$ cat src/rtl/serial_frame_tx.sv
module serial_frame_tx #(
  parameter int DEPTH = 16,
  parameter int OSR   = 16
) (
  input  logic       clk,
  input  logic       rst_n,
  input  logic       tick,
  input  logic       wr_en,
  input  logic [7:0] wr_data,
  input  logic [1:0] cfg_len,
  input  logic       cfg_par_en,
  input  logic       cfg_par_odd,
  input  logic [1:0] cfg_stop,
  output logic       full,
  output logic       overflow,
  output logic       txd
);
  localparam int AW = $clog2(DEPTH);
  localparam int CW = $clog2(2 * OSR);

  typedef enum logic [2:0] {S_IDLE, S_START, S_DATA, S_PAR, S_STOP} state_t;

  logic [7:0]    mem [DEPTH];
  logic [AW-1:0] wp, rp;
  logic [AW:0]   cnt;
  state_t        state;
  logic [7:0]    sh;
  logic          par_b;
  logic [2:0]    bitn;
  logic [CW-1:0] tcnt;
  logic [CW-1:0] stop_last;
  logic [7:0]    mask;
  logic          push, pop, bit_end, stop_end, has_data;

  assign full     = (cnt == (AW+1)'(DEPTH));
  assign has_data = (cnt != '0);
  assign push     = wr_en && !full;
  assign mask     = 8'hFF >> (3'd3 - {1'b0, cfg_len});
  assign bit_end  = tick && (tcnt == CW'(OSR - 1));
  assign stop_end = tick && (tcnt == stop_last);
  assign pop      = has_data && (state == S_IDLE || (state == S_STOP && stop_end));

  always_comb begin
    case (cfg_stop)
      2'd0:    stop_last = CW'(OSR - 1);
      2'd1:    stop_last = CW'(OSR + OSR / 2 - 1);
      default: stop_last = CW'(2 * OSR - 1);
    endcase
  end

  always_comb begin
    case (state)
      S_START: txd = 1'b0;
      S_DATA:  txd = sh[0];
      S_PAR:   txd = par_b;
      default: txd = 1'b1;
    endcase
  end

  always_ff @(posedge clk) begin
    if (push) mem[wp] <= wr_data;
  end

  always_ff @(posedge clk) begin
    if (!rst_n) begin
      wp       <= '0;
      rp       <= '0;
      cnt      <= '0;
      overflow <= 1'b0;
    end else begin
      if (push) wp <= wp + 1'b1;
      if (pop)  rp <= rp + 1'b1;
      cnt <= cnt + (AW+1)'(push) - (AW+1)'(pop);
      if (wr_en && full) overflow <= 1'b1;
    end
  end

  always_ff @(posedge clk) begin
    if (!rst_n) begin
      state <= S_IDLE;
      sh    <= '0;
      par_b <= 1'b0;
      bitn  <= '0;
      tcnt  <= '0;
    end else begin
      if (pop) begin
        sh    <= mem[rp];
        par_b <= (^(mem[rp] & mask)) ^ cfg_par_odd;
        state <= S_START;
        tcnt  <= '0;
      end else begin
        case (state)
          S_START:
            if (bit_end) begin
              tcnt  <= '0;
              bitn  <= '0;
              state <= S_DATA;
            end else if (tick) tcnt <= tcnt + 1'b1;
          S_DATA:
            if (bit_end) begin
              tcnt <= '0;
              sh   <= sh >> 1;
              if (bitn == 3'(cfg_len) + 3'd4)
                state <= cfg_par_en ? S_PAR : S_STOP;
              else
                bitn <= bitn + 1'b1;
            end else if (tick) tcnt <= tcnt + 1'b1;
          S_PAR:
            if (bit_end) begin
              tcnt  <= '0;
              state <= S_STOP;
            end else if (tick) tcnt <= tcnt + 1'b1;
          S_STOP:
            if (stop_end) begin
              tcnt  <= '0;
              state <= S_IDLE;
            end else if (tick) tcnt <= tcnt + 1'b1;
          default: tcnt <= '0;
        endcase
      end
    end
  end

  a_r8_count_bound: assert property (@(posedge clk) disable iff (!rst_n)
    cnt <= (AW+1)'(DEPTH));

  a_r9_overflow_set: assert property (@(posedge clk) disable iff (!rst_n)
    (wr_en && full) |=> overflow);

  a_r9_overflow_sticky: assert property (@(posedge clk) disable iff (!rst_n)
    overflow |=> overflow);

  a_r9_full_holds: assert property (@(posedge clk) disable iff (!rst_n)
    (full && !pop) |=> full);

  a_r2_start_from_idle: assert property (@(posedge clk) disable iff (!rst_n)
    (state == S_IDLE && has_data) |=> !txd);

  a_r7_back_to_back: assert property (@(posedge clk) disable iff (!rst_n)
    (state == S_STOP && stop_end && has_data) |=> !txd);

  a_r11_hold_between_ticks: assert property (@(posedge clk) disable iff (!rst_n)
    (!tick && state != S_IDLE) |=> $stable(txd));
endmodule

$ cat config.mk
export PLATFORM = sky130hd
export DESIGN_NAME = serial_frame_tx
export DESIGN_NICKNAME = d
export VERILOG_FILES = /design/src/rtl/serial_frame_tx.sv
export SDC_FILE = /design/constraint.sdc
export NUM_CORES = 1
export LEC_CHECK = 0
export ABC_AREA = 0
export ABC_CLOCK_PERIOD_IN_PS = 4100
export BUFFER_PORTS_ARGS = -buffer_cell sky130_fd_sc_hd__buf_4
export CORE_MARGIN = 2
export CORE_UTILIZATION = 45
export CTS_BUF_LIST = sky130_fd_sc_hd__clkbuf_8
export CTS_CLUSTER_SIZE = 14
export DETAILED_ROUTE_END_ITERATION = 6
export GPL_ROUTABILITY_DRIVEN = 0
export PLACE_DENSITY = 0.7
export SLEW_MARGIN = 20
export SYNTH_ARGS = -nofsm -noshare
export SYNTH_HDL_FRONTEND = slang
export SYNTH_SLANG_ARGS = --single-unit
$ cat constraint.sdc
create_clock -name clk -period 4.1 [get_ports clk]
set_input_delay 0.41 -clock clk [delete_from_list [all_inputs] [get_ports clk]]
set_output_delay 0.41 -clock clk [all_outputs]
set_load 0.01 [all_outputs]
Yosys cells after proc, flatten, opt, wreduce, memory -nomap -nowiden
Memory sizes are Yosys's and may differ from the RTL's. A register that Yosys moved wholly into a read port is not among the register bits. Cells that the tools add are included.

Bits in registers: 34. RAM bits: 128. Output and inout bits: 3. Memories: 1.

Memories: mem (depth 16, bits a word 8, rd ports 1, clocked after memory_dff 1, wr ports 1, RTL line 23) `logic [7:0] mem [DEPTH];`.

Add/subtract/negate cells: 8. Equal/unequal tests: 20. Shift-type cells: 1. Muxes and demuxes: 25. Bitwise operators: 4. Reductions and logical operators: 23.

Operator list (number): 2-to-1 mux 3 bit (9); 2-to-1 mux 8 bit (3); one-hot mux 5 bit (2 select lines) (2); 2-to-1 mux 5 bit (3); inequality test 3 bit, second input constant (5); inequality test 2 bit, second input constant (6); one-hot mux 3 bit (4 select lines) (1); AND reduction 6 bit (2); nonzero test 5 bit (2); adder 4 x 1 -> 4 bit, second input constant (2); AND 8 bit (1); 2-to-1 mux 4 bit (2); parity 8 bit (1); >> shifter 8 x 3 -> 8 bit, first input constant (1); == test 3 x 2 -> 1 bit, second input constant (2); logical AND 1 bit (6); one-hot mux 3 bit (2 select lines) (1); nonzero test 2 bit (3); adder 5 x 1 -> 5 bit (1); adder 5 x 1 -> 5 bit, second input constant (1); == test 5 x 4 -> 1 bit, second input constant (1); == test 5 bit (1); == test 5 bit, second input constant (1); AND reduction 5 bit (1); other kinds (20) (23).

Depth between registers and ports, before layout
Gate-level depths: netlist of run 1.

Depth after elaboration: 9. Mapped depth: 15.

Least setup slack after synthesis of run 1
Ideal clock, no wire load.

Path type: input -> register. From: input cfg_stop[1]. To: register cnt[4]. Arrival time: 3092 ps. Data required time: 4030 ps. Path slack: 937 ps. Cell stages on the path: 15. Path buffers: 1. Path through: or3b_2 -> a21oi_1 -> o2111ai_1 -> nand2_1 -> nand2b_1 -> inv_1 -> buf_1 -> ha_1 -> inv_1 -> ha_1 -> fa_1 -> a21oi_1 -> nor2_1 -> or3_1 -> a21oi_1.

Longest elaborated chain between the ends: 8. Elaborated cells between the ends (all ways): 9. Classes of those cells: add/sub: 1; eq/ne: 2; mux: 1; reduce/logical: 5.

Ends and longest elaborated chain: from (decl) (RTL line 13) `input logic [1:0] cfg_stop,`; == test 2 x 1 -> 1 bit or logical NOT 2 bit (tied branches) (RTL line 44) `case (cfg_stop)`; one-hot mux 5 bit (2 select lines) (*) (RTL line 44); == test 5 bit (*) (RTL line 40) `assign stop_end = tick && (tcnt == stop_last);`; logical AND 1 bit (*) (RTL line 40); logical AND 1 bit (*) (RTL line 41) `assign pop = has_data && (state == S_IDLE || (state == S_STOP && stop_end));`; logical OR 1 bit (*) (RTL line 41); logical AND 1 bit (*) (RTL line 41); subtractor 5 x 1 -> 5 bit (*) (RTL line 73) `cnt <= cnt + (AW+1)'(push) - (AW+1)'(pop);`; to (signal assigned) (RTL line 73); to (decl) (RTL line 25) `logic [AW:0] cnt;`.

Mark *: on every way between the ends. The rest lies on a longest branch, timed or not. A chain may end at the register's enable or synchronous reset.

Worst setup path after layout of run 1
From: register tcnt[3]. To: register cnt[4].

Longest elaborated chain between the ends: 6.

Ends and longest elaborated chain: from (decl) (RTL line 30) `logic [CW-1:0] tcnt;`; from (signal assigned) (RTL line 98) `end else if (tick) tcnt <= tcnt + 1'b1;`; from (signal assigned) (RTL line 107) `end else if (tick) tcnt <= tcnt + 1'b1;`; from (signal assigned) (RTL line 112) `end else if (tick) tcnt <= tcnt + 1'b1;`; == test 5 bit (RTL line 40); logical AND 1 bit (RTL line 40); logical AND 1 bit (RTL line 41); logical OR 1 bit (RTL line 41); logical AND 1 bit (RTL line 41); subtractor 5 x 1 -> 5 bit (RTL line 73).

No other way between the ends.

==> impl_metrics.toml, run 1 <==
[status]
run_status = "finished clean"

[power]
p_clk_share_pct = 25.9
p_int_w = 0.003041
sw_frac_of_total_pct = 29.48
part_of_the_power_in_combinational_logic_pct = 27.2
power.switching_w = 0.001272
cellPowerDensity_nw_per_um2 = 572.5
total_leakage_power_nw = 2.530
worst_ir_drop_vdd_mv = 0.3673
power.sequential.fraction_pct = 46.9

[floorplanning]
core-area_um2 = 14640
rows = 44
die_w_um = 126.8
initial_utilization_pct = 46.35
boundaryPins = 21
dieArea_um2 = 16080
fp.dieH_um = 126.8

[sta]
timing.final.max_slew_violations = 0
finalWorstPathRequiredPeriod_ns = 3.190
finalSetupViolations = 0
fmax_ghz = 0.3135
final.hold.worst_slack_ns = 0.2013
final.setup.tns_ns = 0
report.final.hold_viol_count = 0
final.setup_skew_ns = 0.01245
grt_setup_unrepaired = "false"
finalCritPeriodShare_pct = 77.79
tightestPinTransition_ns = 0.9939
max_slew_margin_pct = 33.50

[cts]
clock-root-buffer = "clkbuf_8"
cts_hold_buf = 0
cts_buffers = 17
cts-resized-gates = 0
clock-sinks = 166
clkTransAtPathRegs_ns = 0.08
postCtsSetupRepairBufs = 0
clk_path_buf_depth = 2
cts_tree = "yes"
insertion_delay_of_the_later_clocked_pin_in_the_worst_skew_pair_ns = 0.45
htreeDepth = 4

[final_layout]
final_design_area_no_fill_um2 = 7533
final_core_utilization_pct = 51.44
final_cell_count_no_fill = 659
finish.net_count = 495
layout-area-overhead-vs-synth_pct = 10.99
drive_gt1_share_pct = 20.63
num_antenna_cells = 0

[place]
dp_cells = 627
placed_cell_area_um2 = 7156
port-buffer-count = 20
hpwl_um = 8333

[synth]
syn_nets = 466
synth.cell_area_um2 = 6788
synth-warning-count = 0
synthArstFlopShare_pct = 0
dominantRegCellSynth = "edfxtp_1"
top_cell_type_s_share_of_synthesized_area_pct = 56.63
netlist_top_cells_area = "edfxtp_1 57%, dfxtp_1 11%, mux4_2 11%"
postSynthCellCount = 433
synth-edff-count = 128
synthesis.area_per_instance_um2 = 15.68
synth.yosys.seq_area_share_pct = 67.83
synth_largest_area_cell = "edfxtp_1"
synth_cell_type_count = 43
ffs_latches_synth = 166

[drt]
detail-route-antenna-nets = 0
met3_wirelength_um = 511
detailroute.wirelength.met2_um = 6168
vias = 3680
m1WireLength_um = 5591
maxUsedRoutingLayer = "met4"
detail_route.first_pass.iterations = 4
viasPerCell = 5.584
remaining_drc_errors = 0
wl_um = 12490
drt-initial-drc-count = 308
detail_route.wl_per_cell_um = 18.95

[grt]
maximum_number_of_pins_on_one_net_before_global_route_repair = 33
antenna_found_initial = 0
grt-ovfl-total = 0
number_of_global_route_vias_before_repair = 3822
wire_length_of_the_first_global_routing_pass_um = 19940
grt_usage_pct = 16.58

[setup_path]
worst_ep_arrival_time_ns = 3.56
timing_worst_setup_path_type = "reg2reg"
worst-endpoint-required_ns = 4.47
path_max_fanout = 11
setup.worst_path.end_class = "flop"
timing.reg2reg.setup_slack_ns = 0.91
timing.critical_path.from_type = "flop"

[worst_hold_path]
hold_path_class = "in2reg"

[job]
cap_violations = 0
synth_stat cells (2+ instances only):
cell type,n
edfxtp_1,128
nor2_1,44
dfxtp_1,38
mux4_2,33
nand2_1,30
a22oi_1,16
inv_1,15
ha_1,14
a21oi_1,12
clkbuf_1,11
xnor2_1,10
xor2_1,9
o21ai_0,7
mux2i_1,6
nor3_1,6
a211oi_1,5
buf_1,5
and2_1,4
nand2b_1,3
nand4_1,3
nor2b_1,3
o21a_1,3
a22o_1,2
a31oi_1,2
and3_1,2
buf_2,2
o21bai_1,2
or3_1,2
or3b_2,2
worst max-delay path: stages, from the launching register on:
cell,delay [ns]
dfxtp_1,0.35
or3b_2,0.47
a21oi_1,0.13
o2111ai_1,0.16
nand2_1,0.12
nand2b_1,0.25
inv_1,0.16
ha_1,0.13
inv_1,0.04
ha_1,0.19
fa_1,0.40
a21oi_1,0.17
nor2_1,0.07
or3_1,0.35
a21oi_1,0.14
area by class of cell:
type,instances,area [um^2]
clock buffer,17,234.0
fill,1224,7111
tap,184,230.2
sequential,166,4606
timing repair buffer,30,225.2
clock inverter,15,143.9
multi-input combinational,232,2038
inverter,15,56.30
sequential cells by signal, indices dropped and copies added (netlist names), named ones only:
name / count
cnt: 5
tcnt: 5
par_b: 1
mem: 128
rp: 4
wp: 4
overflow: 1
bitn: 3
state: 3
sh: 8
layer usage:
layer | GRT usage, % | vias to the layer above
li1 | - | 1712
met1 | 21.81 | 1858
met2 | 26.91 | 89
met3 | 4.597 | 21
met4 | 5.495 | 0
met5 | 0 | -
placed cells by master, fill, tap and decap left out, types with 2 or more instances in the layout:
| cell | Yosys | routed |
|---|---|---|
| a31oi_1 | 2 | 2 |
| a211oi_1 | 5 | 5 |
| o21a_1 | 3 | 3 |
| nand2b_1 | 3 | 3 |
| clkinv_2 | 0 | 3 |
| clkbuf_8 | 0 | 17 |
| mux4_2 | 33 | 33 |
| or3b_2 | 2 | 2 |
| o21ai_0 | 7 | 7 |
| buf_4 | 1 | 30 |
| ha_1 | 14 | 14 |
| nand4_1 | 3 | 3 |
| a22oi_1 | 16 | 16 |
| or3_1 | 2 | 2 |
| nor3_1 | 6 | 6 |
| xnor2_1 | 10 | 10 |
| o21bai_1 | 2 | 2 |
| nor2_1 | 44 | 44 |
| a22o_1 | 2 | 2 |
| inv_8 | 0 | 3 |
| clkinv_4 | 0 | 2 |
| inv_6 | 0 | 5 |
| and3_1 | 2 | 2 |
| xor2_1 | 9 | 9 |
| mux2i_1 | 6 | 6 |
| and2_1 | 4 | 4 |
| nor2b_1 | 3 | 3 |
| nand2_1 | 30 | 30 |
| a21oi_1 | 12 | 12 |
| edfxtp_1 | 128 | 128 |
| inv_1 | 15 | 15 |
| dfxtp_1 | 38 | 37 |
per-stage QoR:
stage                     worst slack [ns]  power (W)
after global placement              0.8439   0.003207
after floorplan                     0.9372   0.002968
final                               0.9104   0.004313
after global routing                0.7228   0.004564
after CTS                           0.9056   0.004359
after detailed placement            0.7649   0.003241
worst paths after layout:
check,startpoint,depth (start not counted),endpoint
worst max-delay path,tcnt[3]$_SDFF_PP0_,14,cnt[4]$_SDFF_PN0_
worst max register to register,tcnt[3]$_SDFF_PP0_,14,cnt[4]$_SDFF_PN0_
worst min register to register,sh[5]$_SDFFE_PN0P_,2,sh[5]$_SDFFE_PN0P_
worst min-delay path,wr_en,3,overflow$_SDFFE_PN0P_
cells by family (layout without fill, tap and decap cells):
family / Yosys count / count (layout) / share of synthesized area (%)
adders and majority gates: 15 / 15 / 2.876
buffers and inverters: 35 / 77 / 2.138
AOI/OAI and AO/OA: 56 / 56 / 5.696
xor gates and xnor gates: 21 / 21 / 3.023
and+or+nand+nor: 101 / 101 / 6.599
muxes: 39 / 39 / 11.83
DFF: 166 / 166 / 67.83
power by group through the flow:
stage	Clock [W]	Sequential (W)	Combinational, W
floorplan	0	0.00203	0.000942
global placement	0	0.00205	0.00115
detailed placement	0	0.00206	0.00118
CTS	0.00115	0.00202	0.00118
global route	0.00122	0.00204	0.00130
finish	0.00112	0.00202	0.00117
(Power assumes the default switching activity.)
==> run 2, diff against run 1 <==
--- a/config.mk
+++ b/config.mk
@@ -6,7 +6,7 @@
 export NUM_CORES = 1
 export LEC_CHECK = 0
 export ABC_AREA = 0
-export ABC_CLOCK_PERIOD_IN_PS = 4100
+export ABC_CLOCK_PERIOD_IN_PS = 3200
 export BUFFER_PORTS_ARGS = -buffer_cell sky130_fd_sc_hd__buf_4
 export CORE_MARGIN = 2
 export CORE_UTILIZATION = 45
==> constraint.sdc (replaced) <==
create_clock -name clk -period 3.2 [get_ports clk]
set_input_delay 0.32 -clock clk [delete_from_list [all_inputs] [get_ports clk]]
set_output_delay 0.32 -clock clk [all_outputs]
set_load 0.01 [all_outputs]
==> run 2 against run 1 <==
Final area grew 1.5%. Largest cell class unchanged. Critical path type unchanged. Utilization grew 0.79 points. Sequential power rose by 28%. Clock skew rose by 0.0018 ns.
==> impl_metrics.toml, run 2 (same netlist as run 1, synthesis figures left out) <==
[sta]
final.setup_skew_ns = 0.01422
final.setup.tns_ns = 0
timing.final.max_slew_violations = 0
finalWorstPathRequiredPeriod_ns = 2.962
finalCritPeriodShare_pct = 92.55
report.final.hold_viol_count = 0
fmax_ghz = 0.3376
tightestPinTransition_ns = 0.8415
grt_setup_unrepaired = "false"
max_slew_margin_pct = 43.84
finalSetupViolations = 0
final.hold.worst_slack_ns = 0.1180

[final_layout]
finish.net_count = 506
drive_gt1_share_pct = 21.81
max_flop_register = "mem"
highest_count_cells_in_the_layout_ignoring_fill_and_taps = "128 x edfxtp_1, 44 x nor2_1, 39 x buf_4, 37 x dfxtp_1, 33 x mux4_2"
final_design_area_no_fill_um2 = 7649
biggestRegsByFlops = "mem x128, sh x8"
largest_register_ff_count = 128
layout-area-overhead-vs-synth_pct = 12.68
most_common_cell_after_layout_fill_and_taps_aside = "edfxtp_1"
num_antenna_cells = 0

[cts]
cts_tree = "yes"
cts-resized-gates = 0
clock-sinks = 166
cts_buffers = 17
clk_path_buf_depth = 2
clock-root-buffer = "clkbuf_8"
cts_hold_buf = 0
htreeDepth = 4
insertion_delay_of_the_later_clocked_pin_in_the_worst_skew_pair_ns = 0.45
clkTransAtPathRegs_ns = 0.08
postCtsSetupRepairBufs = 0

[drt]
detail_route.wl_per_cell_um = 18.17
wl_um = 12170
drt-initial-drc-count = 222
detail_route.first_pass.iterations = 4
vias = 3608
remaining_drc_errors = 0
detail-route-antenna-nets = 0
viasPerCell = 5.385

[job]
cap_violations = 0

[setup_path]
worst_ep_arrival_time_ns = 3.33
cp_num_buf_inv = 2
setup.worst_path.end_class = "flop"
critical_path_s_most_frequent_cell = "a21oi_1"
timing_worst_setup_path_type = "reg2reg"
worst-endpoint-required_ns = 3.57
worst_path_dominant_cell_family = "simple AND/OR/NAND/NOR gates"
critical_path.cell_chain = "or3b_2 -> a21oi_1 -> o2111ai_1 -> nand2_1 -> nand2b_1 -> inv_1 -> ha_1 -> inv_1 -> ha_1 -> fa_1 -> a21oi_1 -> nor2_1 -> or3_1 -> a21oi_1"
path_max_fanout = 5
timing.critical_path.from_type = "flop"
worst_path_largest_cell_delay_ns = 0.47
worst_path_max_delay_cell = "or3b_2"

[grt]
wire_length_of_the_first_global_routing_pass_um = 19750
grt_usage_pct = 16.44
grt-ovfl-total = 0
maximum_number_of_pins_on_one_net_before_global_route_repair = 33
number_of_global_route_vias_before_repair = 3714
antenna_found_initial = 0

[floorplanning]
die_w_um = 126.8
core-area_um2 = 14640
rows = 44
initial_utilization_pct = 46.35
dieArea_um2 = 16080
boundaryPins = 21
fp.dieH_um = 126.8

[place]
port-buffer-count = 20
hpwl_um = 8155
placed_cell_area_um2 = 7263

[worst_hold_path]
hold_path_class = "in2reg"

[status]
run_status = "finished clean"

[power]
worst_ir_drop_vdd_mv = 0.5700
total_leakage_power_nw = 2.595
cellPowerDensity_nw_per_um2 = 731.6
run 2: cell count changes in the layout (fill, tap and decap cells not counted), moves of 2 or more:
| cell | delta |
|---|---|
| buf_4 | +9 |
| buf_12 | +2 |
| clkinv_1 | +2 |
| inv_8 | -2 |
| clkinv_2 | -2 |
run 2: routing by layer:
| layer | wire (um) | vias to the layer above | global-route usage [%] | share of wire [%] |
|---|---|---|---|---|
| li1 | - | 1727 | - | - |
| met5 | 0 | - | 0 | 0 |
| met4 | 172 | 0 | 5.042 | 1.4 |
| met3 | 441 | 16 | 4.429 | 3.6 |
| met1 | 5567 | 1789 | 21.58 | 46 |
| met2 | 5992 | 76 | 27.04 | 49 |
run 2: path summary, 6_finish.rpt:
kind | depth (start not counted) | start | slack (ns) | end
min reg2reg | 2 | sh[2]$_SDFFE_PN0P_ | 0.46 | sh[2]$_SDFFE_PN0P_
min | 3 | wr_en | 0.12 | overflow$_SDFFE_PN0P_
max reg2reg | 14 | tcnt[3]$_SDFF_PP0_ | 0.24 | cnt[4]$_SDFF_PN0_
max | 14 | tcnt[3]$_SDFF_PP0_ | 0.24 | cnt[4]$_SDFF_PN0_
run 2: area by class of cell:
class,count,area (um^2)
Fill cell,1183,6995
Sequential cell,166,4606
Multi-Input combinational cell,232,2038
Timing Repair Buffer,41,332.8
Clock buffer,17,234.0
Tap cell,184,230.2
Clock inverter,15,151.4
Inverter,15,56.30
run 2: worst register-to-register path, delay by kind of cell (launching register included):
kind                       cells  cell delay [ns]
buffers and inverters          2             0.12
AOI/OAI and AO/OA              4             0.60
DFF                            1             0.35
and+or+nand+nor                5             1.08
adders and majority gates      3             0.72
run 2: through the flow:
stage               power, W  setup slack, ns  util (%)  instances
finish              0.005595           0.2383     52.23        670
global route        0.005906          0.01643     52.23        670
CTS                 0.005651           0.2164     52.23        670
detailed placement  0.004187           0.1863     49.60        638
global placement    0.004145           0.2545     49.60        638
floorplan           0.003802           0.1006         -        433
run 2: where the power goes:
| group | switching (W) | internal [W] | total (W) |
|---|---|---|---|
| sequential | 0.000102 | 0.00248 | 0.00258 |
| clock | 0.000773 | 0.000698 | 0.00147 |
| combinational | 0.000733 | 0.000808 | 0.00154 |
| total | 0.00161 | 0.00399 | 0.00560 |
==> run 3, diff against run 2 <==
--- a/config.mk
+++ b/config.mk
@@ -9,12 +9,13 @@
 export ABC_CLOCK_PERIOD_IN_PS = 3200
 export BUFFER_PORTS_ARGS = -buffer_cell sky130_fd_sc_hd__buf_4
 export CORE_MARGIN = 2
-export CORE_UTILIZATION = 45
+export CORE_UTILIZATION = 50
 export CTS_BUF_LIST = sky130_fd_sc_hd__clkbuf_8
+export CTS_CLUSTER_DIAMETER = 30
 export CTS_CLUSTER_SIZE = 14
 export DETAILED_ROUTE_END_ITERATION = 6
 export GPL_ROUTABILITY_DRIVEN = 0
-export PLACE_DENSITY = 0.7
+export PLACE_DENSITY = 0.75
 export SLEW_MARGIN = 20
 export SYNTH_ARGS = -nofsm -noshare
 export SYNTH_HDL_FRONTEND = slang
==> run 3 against run 2 <==
Fmax down 0.17%. Highest routed layer unchanged. Critical endpoint unchanged. Routed wire length up 1.2%. Die area down 9.7%. Sequential power about the same. Final area down 0.33%.
==> impl_metrics.toml, run 3 (same netlist as run 1, synthesis figures left out) <==
[status]
run_status = "finished clean"

[power]
worst_ir_drop_vdd_mv = 0.5027
cellPowerDensity_nw_per_um2 = 719.7
total_leakage_power_nw = 2.568

[final_layout]
most_common_cell_after_layout_fill_and_taps_aside = "edfxtp_1"
largest_register_ff_count = 128
final_core_utilization_pct = 57.57
layout-area-overhead-vs-synth_pct = 12.31
fillerInstances = 1049
max_flop_register = "mem"
finish.net_count = 507
drive_gt1_share_pct = 22.43
num_antenna_cells = 0
highest_count_cells_in_the_layout_ignoring_fill_and_taps = "128 x edfxtp_1, 44 x nor2_1, 40 x buf_4, 37 x dfxtp_1, 33 x mux4_2"
biggestRegsByFlops = "mem x128, sh x8"
final_design_area_no_fill_um2 = 7624

[grt]
wire_length_of_the_first_global_routing_pass_um = 19960
antenna_found_initial = 0
maximum_number_of_pins_on_one_net_before_global_route_repair = 33
grt-ovfl-total = 0
grt_usage_pct = 18.67
number_of_global_route_vias_before_repair = 3832

[cts]
htreeDepth = 4
postCtsSetupRepairBufs = 0
cts_hold_buf = 0
clock-sinks = 166
clk_path_buf_depth = 2
insertion_delay_of_the_later_clocked_pin_in_the_worst_skew_pair_ns = 0.45
clkTransAtPathRegs_ns = 0.09
cts-resized-gates = 0
clock-root-buffer = "clkbuf_8"
cts_buffers = 17
cts_tree = "yes"

[setup_path]
critical_path.cell_chain = "or3b_2 -> a21oi_1 -> o2111ai_1 -> nand2_1 -> nand2b_1 -> inv_1 -> ha_1 -> inv_1 -> ha_1 -> fa_1 -> a21oi_2 -> nor2_1 -> or3_1 -> a21oi_1"
worst_path_largest_cell_delay_ns = 0.47
reg2reg_depth = 14
worst_path_max_delay_cell = "or3b_2"
worst_ep_arrival_time_ns = 3.33
path_max_fanout = 5
worst-endpoint-required_ns = 3.57
timing_worst_setup_path_type = "reg2reg"
timing.critical_path.from_type = "flop"
setup.worst_path.end_class = "flop"

[sta]
finalCritPeriodShare_pct = 92.71
finalWorstPathRequiredPeriod_ns = 2.967
tightestPinTransition_ns = 0.8358
postLayoutSetupSlackWorst_ns = 0.2333
timing.final.max_slew_violations = 0
finalSetupViolations = 0
final.setup_skew_ns = 0.01265
max_slew_margin_pct = 44.22
grt_setup_unrepaired = "false"
report.final.hold_viol_count = 0
final.setup.tns_ns = 0
fmax_ghz = 0.3371

[drt]
remaining_drc_errors = 0
detail_route.first_pass.iterations = 5
met3_wirelength_um = 615
detail_route.wl_per_cell_um = 18.60
m1WireLength_um = 5330
maxUsedRoutingLayer = "met4"
detail-route-antenna-nets = 0
detailroute.wirelength.met2_um = 6223
wl_um = 12310
vias = 3631
viasPerCell = 5.485
drt-initial-drc-count = 236

[floorplanning]
rows = 42
dieArea_um2 = 14520
boundaryPins = 21
fp.dieH_um = 120.5
core-area_um2 = 13240
die_w_um = 120.5
initial_utilization_pct = 51.26

[place]
detailedPlace.worstSlack_ns = 0.1840
hpwl_um = 8034
placed_cell_area_um2 = 7261
port-buffer-count = 20

[job]
cap_violations = 0

[worst_hold_path]
hold_path_class = "in2reg"
hold_path_depth = 3
[run 3: changes by cell type in the layout (fill, tap and decap cells not counted), sizes merged]
| cell | delta |
|---|---|
| inv | -2 |
| buf | +1 |
| clkinv | -3 |
| clkinvlp | +5 |
| bufinv | -1 |
[run 3: metrics by stage]
| step | cells | hold slack, ns | total power [W] |
|---|---|---|---|
| 2_1_floorplan | 433 | 0.4189 | 0.003802 |
| 3_3_place_gp | 631 | 0.4445 | 0.004125 |
| 3_5_place_dp | 631 | 0.4534 | 0.004179 |
| 4_1_cts | 662 | 0.07562 | 0.005542 |
| 5_1_grt | 662 | 0.1216 | 0.005790 |
| 6_report | 662 | 0.09522 | 0.005487 |
[run 3: final timing paths]
| kind | startpoint | end | slack (ns) |
|---|---|---|---|
| setup / recovery | tcnt[3]$_SDFF_PP0_ | cnt[4]$_SDFF_PN0_ | 0.23 |
| hold / removal | wr_en | overflow$_SDFFE_PN0P_ | 0.1 |
| setup reg to reg | tcnt[3]$_SDFF_PP0_ | cnt[4]$_SDFF_PN0_ | 0.23 |
| hold reg to reg | sh[3]$_SDFFE_PN0P_ | sh[3]$_SDFFE_PN0P_ | 0.47 |
[run 3: final cells by class]
| cell class | count | area, um^2 | share of cell area (%) |
|---|---|---|---|
| clock buffer | 17 | 234.0 | 3.069 |
| timing repair buffer | 42 | 340.3 | 4.464 |
| inverter | 15 | 56.30 | 0.7386 |
| multi-input combinational | 232 | 2042 | 26.78 |
| tap | 176 | 220.2 | 2.889 |
| clock inverter | 14 | 125.1 | 1.641 |
| sequential | 166 | 4606 | 60.41 |
[run 3: layer usage]
| layer | GRT usage (%) | vias up |
|---|---|---|
| met2 | 31.89 | 82 |
| met3 | 4.528 | 13 |
| met1 | 23.83 | 1810 |
| met5 | 0 | - |
| met4 | 5.451 | 0 |
| li1 | - | 1726 |
[run 3: power breakdown]
| part | switching (W) | internal, W |
|---|---|---|
| Sequential | 0.0000898 | 0.00248 |
| Clock | 0.000750 | 0.000613 |
| Combinational | 0.000749 | 0.000804 |
| Total | 0.00159 | 0.00390 |
[run 3: critical path: cells and delay by family, from the launching register on]
| family | cells | cell delay [ns] |
|---|---|---|
| adders and majority gates | 3 | 0.73 |
| DFF | 1 | 0.35 |
| and+or+nand+nor | 5 | 1.09 |
| buffers and inverters | 2 | 0.12 |
| AOI/OAI and AO/OA | 4 | 0.60 |
